[src/rtl/xpt_link_ctrl.sv]
module xpt_link_ctrl #(
  parameter int NCH    = 2,
  parameter int T_ON   = 6,
  parameter int T_WAKE = 25
) (
  input  logic           clk,
  input  logic           rst,
  input  logic [NCH-1:0] sel,
  input  logic [NCH-1:0] sw_a_in,
  input  logic [NCH-1:0] sw_b_in,
  input  logic [NCH-1:0] ln_in,
  input  logic [NCH-1:0] en_ln,
  input  logic [NCH-1:0] en_sa,
  input  logic [NCH-1:0] en_sb,
  input  logic [NCH-1:0] pe_ln,
  input  logic [NCH-1:0] pe_sa,
  input  logic [NCH-1:0] pe_sb,
  output logic [NCH-1:0] ln_out,
  output logic [NCH-1:0] ln_drv,
  output logic [NCH-1:0] ln_pe,
  output logic [NCH-1:0] sa_out,
  output logic [NCH-1:0] sa_drv,
  output logic [NCH-1:0] sa_pe,
  output logic [NCH-1:0] sb_out,
  output logic [NCH-1:0] sb_drv,
  output logic [NCH-1:0] sb_pe,
  output logic           pwr_dn,
  output logic           ref_ok
);
  localparam int NOUT = 3 * NCH;
  localparam int CW_ON = $clog2(T_ON + 1);
  localparam int CW_WK = $clog2(T_WAKE + 1);
  localparam logic [CW_ON-1:0] ON_LAST = CW_ON'(T_ON - 1);
  localparam logic [CW_WK-1:0] WK_LAST = CW_WK'(T_WAKE - 1);

  logic [NOUT-1:0]  en_v;
  logic [NOUT-1:0]  drv_v;
  logic [CW_WK-1:0] wcnt;
  logic             any_en;
  logic             wake_done;

  assign en_v      = {en_sb, en_sa, en_ln};
  assign any_en    = |en_v;
  assign wake_done = any_en && !ref_ok && (wcnt == WK_LAST);

  always_ff @(posedge clk) begin
    if (rst) pwr_dn <= 1'b1;
    else     pwr_dn <= !any_en;
  end

  always_ff @(posedge clk) begin
    if (rst || !any_en) begin
      wcnt   <= '0;
      ref_ok <= 1'b0;
    end else if (!ref_ok) begin
      if (wcnt == WK_LAST) ref_ok <= 1'b1;
      else                 wcnt   <= wcnt + 1'b1;
    end
  end

  for (genvar k = 0; k < NOUT; k++) begin : g_out
    logic [CW_ON-1:0] cnt;
    logic             vld;
    always_ff @(posedge clk) begin
      if (rst || !en_v[k]) begin
        cnt <= '0;
        vld <= 1'b0;
      end else if (!vld) begin
        if (!ref_ok) begin
          cnt <= '0;
          vld <= wake_done;
        end else if (cnt == ON_LAST) begin
          vld <= 1'b1;
        end else begin
          cnt <= cnt + 1'b1;
        end
      end
    end
    assign drv_v[k] = vld;
  end

  assign ln_drv = drv_v[NCH-1:0];
  assign sa_drv = drv_v[2*NCH-1:NCH];
  assign sb_drv = drv_v[3*NCH-1:2*NCH];

  assign ln_out = ln_drv & ((sel & sw_a_in) | (~sel & sw_b_in));
  assign sa_out = sa_drv & ln_in;
  assign sb_out = sb_drv & ln_in;
  assign ln_pe  = ln_drv & pe_ln;
  assign sa_pe  = sa_drv & pe_sa;
  assign sb_pe  = sb_drv & pe_sb;
endmodule


[config.mk]
export PLATFORM = sky130hd
export DESIGN_NAME = xpt_link_ctrl
export DESIGN_NICKNAME = d
export VERILOG_FILES = /design/src/rtl/xpt_link_ctrl.sv
export SDC_FILE = /design/constraint.sdc
export NUM_CORES = 1
export LEC_CHECK = 0
export ABC_AREA = 1
export BUFFER_PORTS_ARGS = -buffer_cell sky130_fd_sc_hd__clkbuf_2
export CAP_MARGIN = 20
export CORE_ASPECT_RATIO = 0.6
export CORE_MARGIN = 2
export CORE_UTILIZATION = 55
export CTS_CLUSTER_DIAMETER = 30
export DETAILED_ROUTE_END_ITERATION = 8
export HOLD_SLACK_MARGIN = 0.15
export PLACE_DENSITY_LB_ADDON = 0.25
export SLEW_MARGIN = 20
export SYNTH_ARGS = -nofsm -noshare
export SYNTH_HDL_FRONTEND = slang
export SYNTH_SLANG_ARGS = --single-unit
export TNS_END_PERCENT = 20
[constraint.sdc]
create_clock -name clk -period 1.9 [get_ports clk]
set_input_delay 0.38 -clock clk [delete_from_list [all_inputs] [get_ports clk]]
set_output_delay 0.38 -clock clk [all_outputs]
set_load 0.03 [all_outputs]
After elaboration in Yosys (flattened, before gate mapping)
Index checks and enable logic that the tools add are counted.

$add $sub $neg: 7. $mul: 0. Div/mod/pow operators: 0. $lt $le $gt $ge: 0. Equality and inequality tests: 13. Shift-type cells: 0. Mux-type cells: 32. Bitwise logic cells: 18. Reduce and logical (&&, ||, !) cells: 25.

Operator list (count): 3-bit two-way mux (12); 1-bit two-way mux (20); 3-bit by 1-bit adder with 3-bit output (second input constant) (6); 3-bit == test (second input constant) (6); 2-bit bitwise AND (8); 2-bit AND reduction (7); 2-bit != test (second input constant) (6); 1-bit zero test (8); 1-bit NOT (8); 1-bit logical OR (7); 6-bit OR reduction (1); 5-bit by 1-bit adder with 5-bit output (second input constant) (1); 5-bit == test (second input constant) (1); 1-bit logical AND (2); 2-bit NOT (1); 2-bit OR (1).

Register bits after elaboration: 31. Latch bits: 0. RAM bits: 0. Bits in read-only memories: 0. Input port bits: 22. Output and inout port bits: 20. Logic and storage cells: 110. Memories: 0.

Depth between registers and ports, before layout
Depth after elaboration: 5. Gate-level depth with buffers: 8. Gate-level depth less buffers: 8.

Worst setup path after synthesis
OpenSTA, ideal clock, no wires.

Path kind: flip-flop to output port. Start: register g_out[1].vld. End: output ln_out[1]. Arrival: 0.976 ns. Required time: 1.520 ns. Path slack: 0.544 ns. Cell stages (with the launch flop): 3. Path buffers: 0. Cell sequence: dfxtp_1 -> o21ai_0 -> a21oi_1.

Word-level cells in the longest chain between the ends: 1.

RTL lines: start: declaration (RTL line 63) `logic vld;`; start signal: assignment (RTL line 71) `vld <= wake_done;`; 2-bit bitwise AND (RTL line 86) `assign ln_out = ln_drv & ((sel & sw_a_in) | (~sel & sw_b_in));`; end: declaration (RTL line 18) `output logic [NCH-1:0] ln_out,`.

No other way between the ends.

Worst setup path in the final report
Same ends and word-level chain as after synthesis.

==> flow_metrics.py <==
metrics = {
    "run_status": {
        "status": "finished clean",
    },
    "die": {
        "die_x_um": 77.5,
        "rows": 15,
        "die_area_mm2": 0.00373,
        "die_y_um": 48.1,
        "core_area_mm2": 0.00298,
        "start_util_pct": 59.8,
        "ios": 42,
    },
    "routing": {
        "top_layer": "met4",
        "drt.antenna.violating_nets": 0,
        "via_per_inst": 4.75,
        "via_count": 1572,
        "wl_met1_um": 1710,
        "drt_iter0_drc": 64,
        "drc_errors": 0,
        "wl_met2_um": 1500,
        "drt-wirelength-per-cell_um": 10.5,
        "met3_length_um": 215,
        "first_pass_iters": 6,
        "routed_wl_um": 3480,
    },
    "sta": {
        "fmax_ghz": 0.647,
        "setup_ws_ns": 0.355,
        "slew_headroom_pct": 76.8,
        "maxSlewViolCount": 0,
        "layout_min_cycle_time_ns": 1.55,
        "rsz0062_at_grt": "no",
        "fin_crit_sh_pct": 81.3,
        "worstMarginPinSlew_ns": 0.348,
        "tns_ns": 0,
        "fin_skew_ns": 0.00307,
        "hold_viol_final": 0,
        "finalSetupViolations": 0,
    },
    "placement": {
        "post-place-ws_ns": 0.644,
        "place_hpwl_um": 2780,
        "placed_cell_area_mm2": 0.00198,
        "io_buffers": 41,
        "gp_congestion": 0.749,
    },
    "synthesis": {
        "netlist_top_cells_area": "dfxtp_1, nand2_1, ha_1",
        "yosys.area.top_type": "dfxtp_1",
        "synthArstFlopShare_pct": 0,
        "synth_top_cell_area_share_pct": 34.8,
        "yosysSeqAreaShare_pct": 34.8,
        "synth-edff-count": 0,
        "ys.flop_type": "dfxtp_1",
        "yosys_warnings": 0,
        "synth_seq_cells": 31,
        "synth_area_mm2": 0.00178,
        "syn_inst": 247,
        "syn_avg_cell_area_um2": 7.22,
        "ys_types": 25,
        "synth_fp_nets": 283,
    },
    "setup_path": {
        "critical_path_class": "reg -> out",
        "worst-endpoint-required_ns": 1.52,
        "cp.arrival_ns": 1.17,
        "r2r_cells": 6,
        "startpoint_type": "flip-flop",
        "worstSetupEndpointType": "output pin",
        "crit_fanout": 6,
        "r2r_end": "g_out[5].cnt[1]$_SDFFE_PP0P_",
        "r2r_setup_slack_ns": 0.65,
        "r2r-start": "ref_ok$_SDFF_PP0_",
    },
    "final_layout": {
        "antenna_cells": 0,
        "design_area_mm2": 0.00206,
        "synthToLayoutAreaGrowth_pct": 15.6,
        "fin_util_pct": 69.1,
        "drive_above_1_share_pct": 22.5,
        "nNetsFinal": 324,
    },
    "clock_tree": {
        "cts_setup_buffers": 0,
        "cts-htree-levels": 2,
        "path_clk_slew_ns": 0.06,
        "cts_tree": "yes",
        "clk_latency_ns": 0.29,
        "clock_sinks": 31,
        "clk_path_buf_depth": 2,
        "cts-buffers-inserted": 5,
        "root_buffer": "clkbuf_8",
        "postCtsHoldBufs": 0,
        "cts_resized": 0,
    },
    "global_route": {
        "grt_usage_pct": 19.9,
        "antenna_found_initial": 0,
        "grt_pass1_vias": 1281,
        "grt_max_degree": 20,
        "grt_first_pass_wirelength_um": 5460,
        "overflow": 0,
    },
    "power_and_ir_drop": {
        "power_leakage_nw": 1.01,
        "power.density_mw_per_mm2": 595,
        "peakVddDrop_mv": 0.371,
    },
    "hold_path": {
        "min_to": "g_out[1].vld$_SDFF_PP0_",
        "hold_path.class": "in -> reg",
        "hp-start": "en_ln[1]",
        "whs_path_depth": 3,
    },
    "flow_run": {
        "drv_cap": 0,
    },
}
-- routing by layer --
metal | GRT usage [%] | up-vias
met5 | 0 | -
met4 | 11.8 | 0
met3 | 6.11 | 6
met2 | 30.6 | 36
met1 | 25.7 | 678
li1 | - | 852
-- cells in the final DEF, fill, tap and decap left out, types with 5 or more instances in the layout --
cell type	count
clkbuf_2	41
ha_1	14
a21oi_1	27
nand3_1	12
nor2_1	23
dfxtp_1	31
clkbuf_8	5
nand2_1	50
o21ai_0	5
nand4_1	6
inv_1	40
inv_2	6
-- synthesized netlist by cell type, types with 2 or more instances --
cell type / n
a21oi_1: 27
ha_1: 14
nand2_4: 3
nand2_1: 50
buf_6: 2
a21boi_1: 3
buf_4: 6
nand2_2: 2
o21ai_0: 5
nor2_1: 23
inv_1: 40
nand4_1: 6
o21ai_1: 3
nand3_4: 3
nand3_1: 12
or2_0: 2
o21bai_1: 2
dfxtp_1: 31
nand3_2: 2
inv_2: 6
-- metrics by stage --
stage               power, mW  hold slack (ns)  cells
global route             1.27            0.350    331
finish                   1.23            0.344    331
CTS                      1.24            0.339    331
global placement        0.744            0.475    323
floorplan               0.712            0.444    247
detailed placement      0.746            0.466    323
-- cells by family (layout without fill, tap and decap cells) --
kind of cell / count (synthesis) / after routing / share of synthesized area, %
AOI/OAI and AO/OA: 41 / 41 / 12.3
and+or+nand+nor: 107 / 107 / 29.6
adders and majority gates: 14 / 14 / 9.82
buffers and inverters: 54 / 96 / 13.5
DFF: 31 / 31 / 34.8
-- layout make-up --
cell class | instances | area [µm²]
well taps | 42 | 52.6
repair buffers | 42 | 213
clock buffers | 7 | 76.3
flip-flops and latches | 31 | 621
inverters | 46 | 173
multi-input cells | 162 | 923
fillers | 248 | 921
clock inverters | 1 | 5.00
-- power breakdown --
| group | total, mW | internal, mW | switching [mW] |
|---|---|---|---|
| combinational | 0.0663 | 0.0299 | 0.0365 |
| sequential | 0.665 | 0.657 | 0.00766 |
| clock | 0.496 | 0.256 | 0.240 |
| total | 1.23 | 0.943 | 0.284 |
-- flip-flops by register name (all words and copies together) (netlist names) --
register / count
pwr_dn: 1
wcnt: 5
ref_ok: 1
g_out.vld: 6
g_out.cnt: 18
-- worst max-delay path, cell delays in order (launching register included) --
cell and delay, ns:
dfxtp_1 0.42, o21ai_0 0.11, a21oi_1 0.12, clkbuf_2 0.22
-- worst max-delay path by stage --
stage / startpoint / endpoint / slack [ns]
2_1_floorplan: g_out[1].vld$_SDFF_PP0_ / ln_out[1] / 0.54
3_3_place_gp: sel[0] / ln_out[0] / 0.66
3_5_place_dp: sel[0] / ln_out[0] / 0.64
4_1_cts: g_out[1].vld$_SDFF_PP0_ / ln_out[1] / 0.34
5_1_grt: g_out[1].vld$_SDFF_PP0_ / ln_out[1] / 0.28
6_report: g_out[1].vld$_SDFF_PP0_ / ln_out[1] / 0.35
No activity file was read; power rests on OpenSTA's default activity.
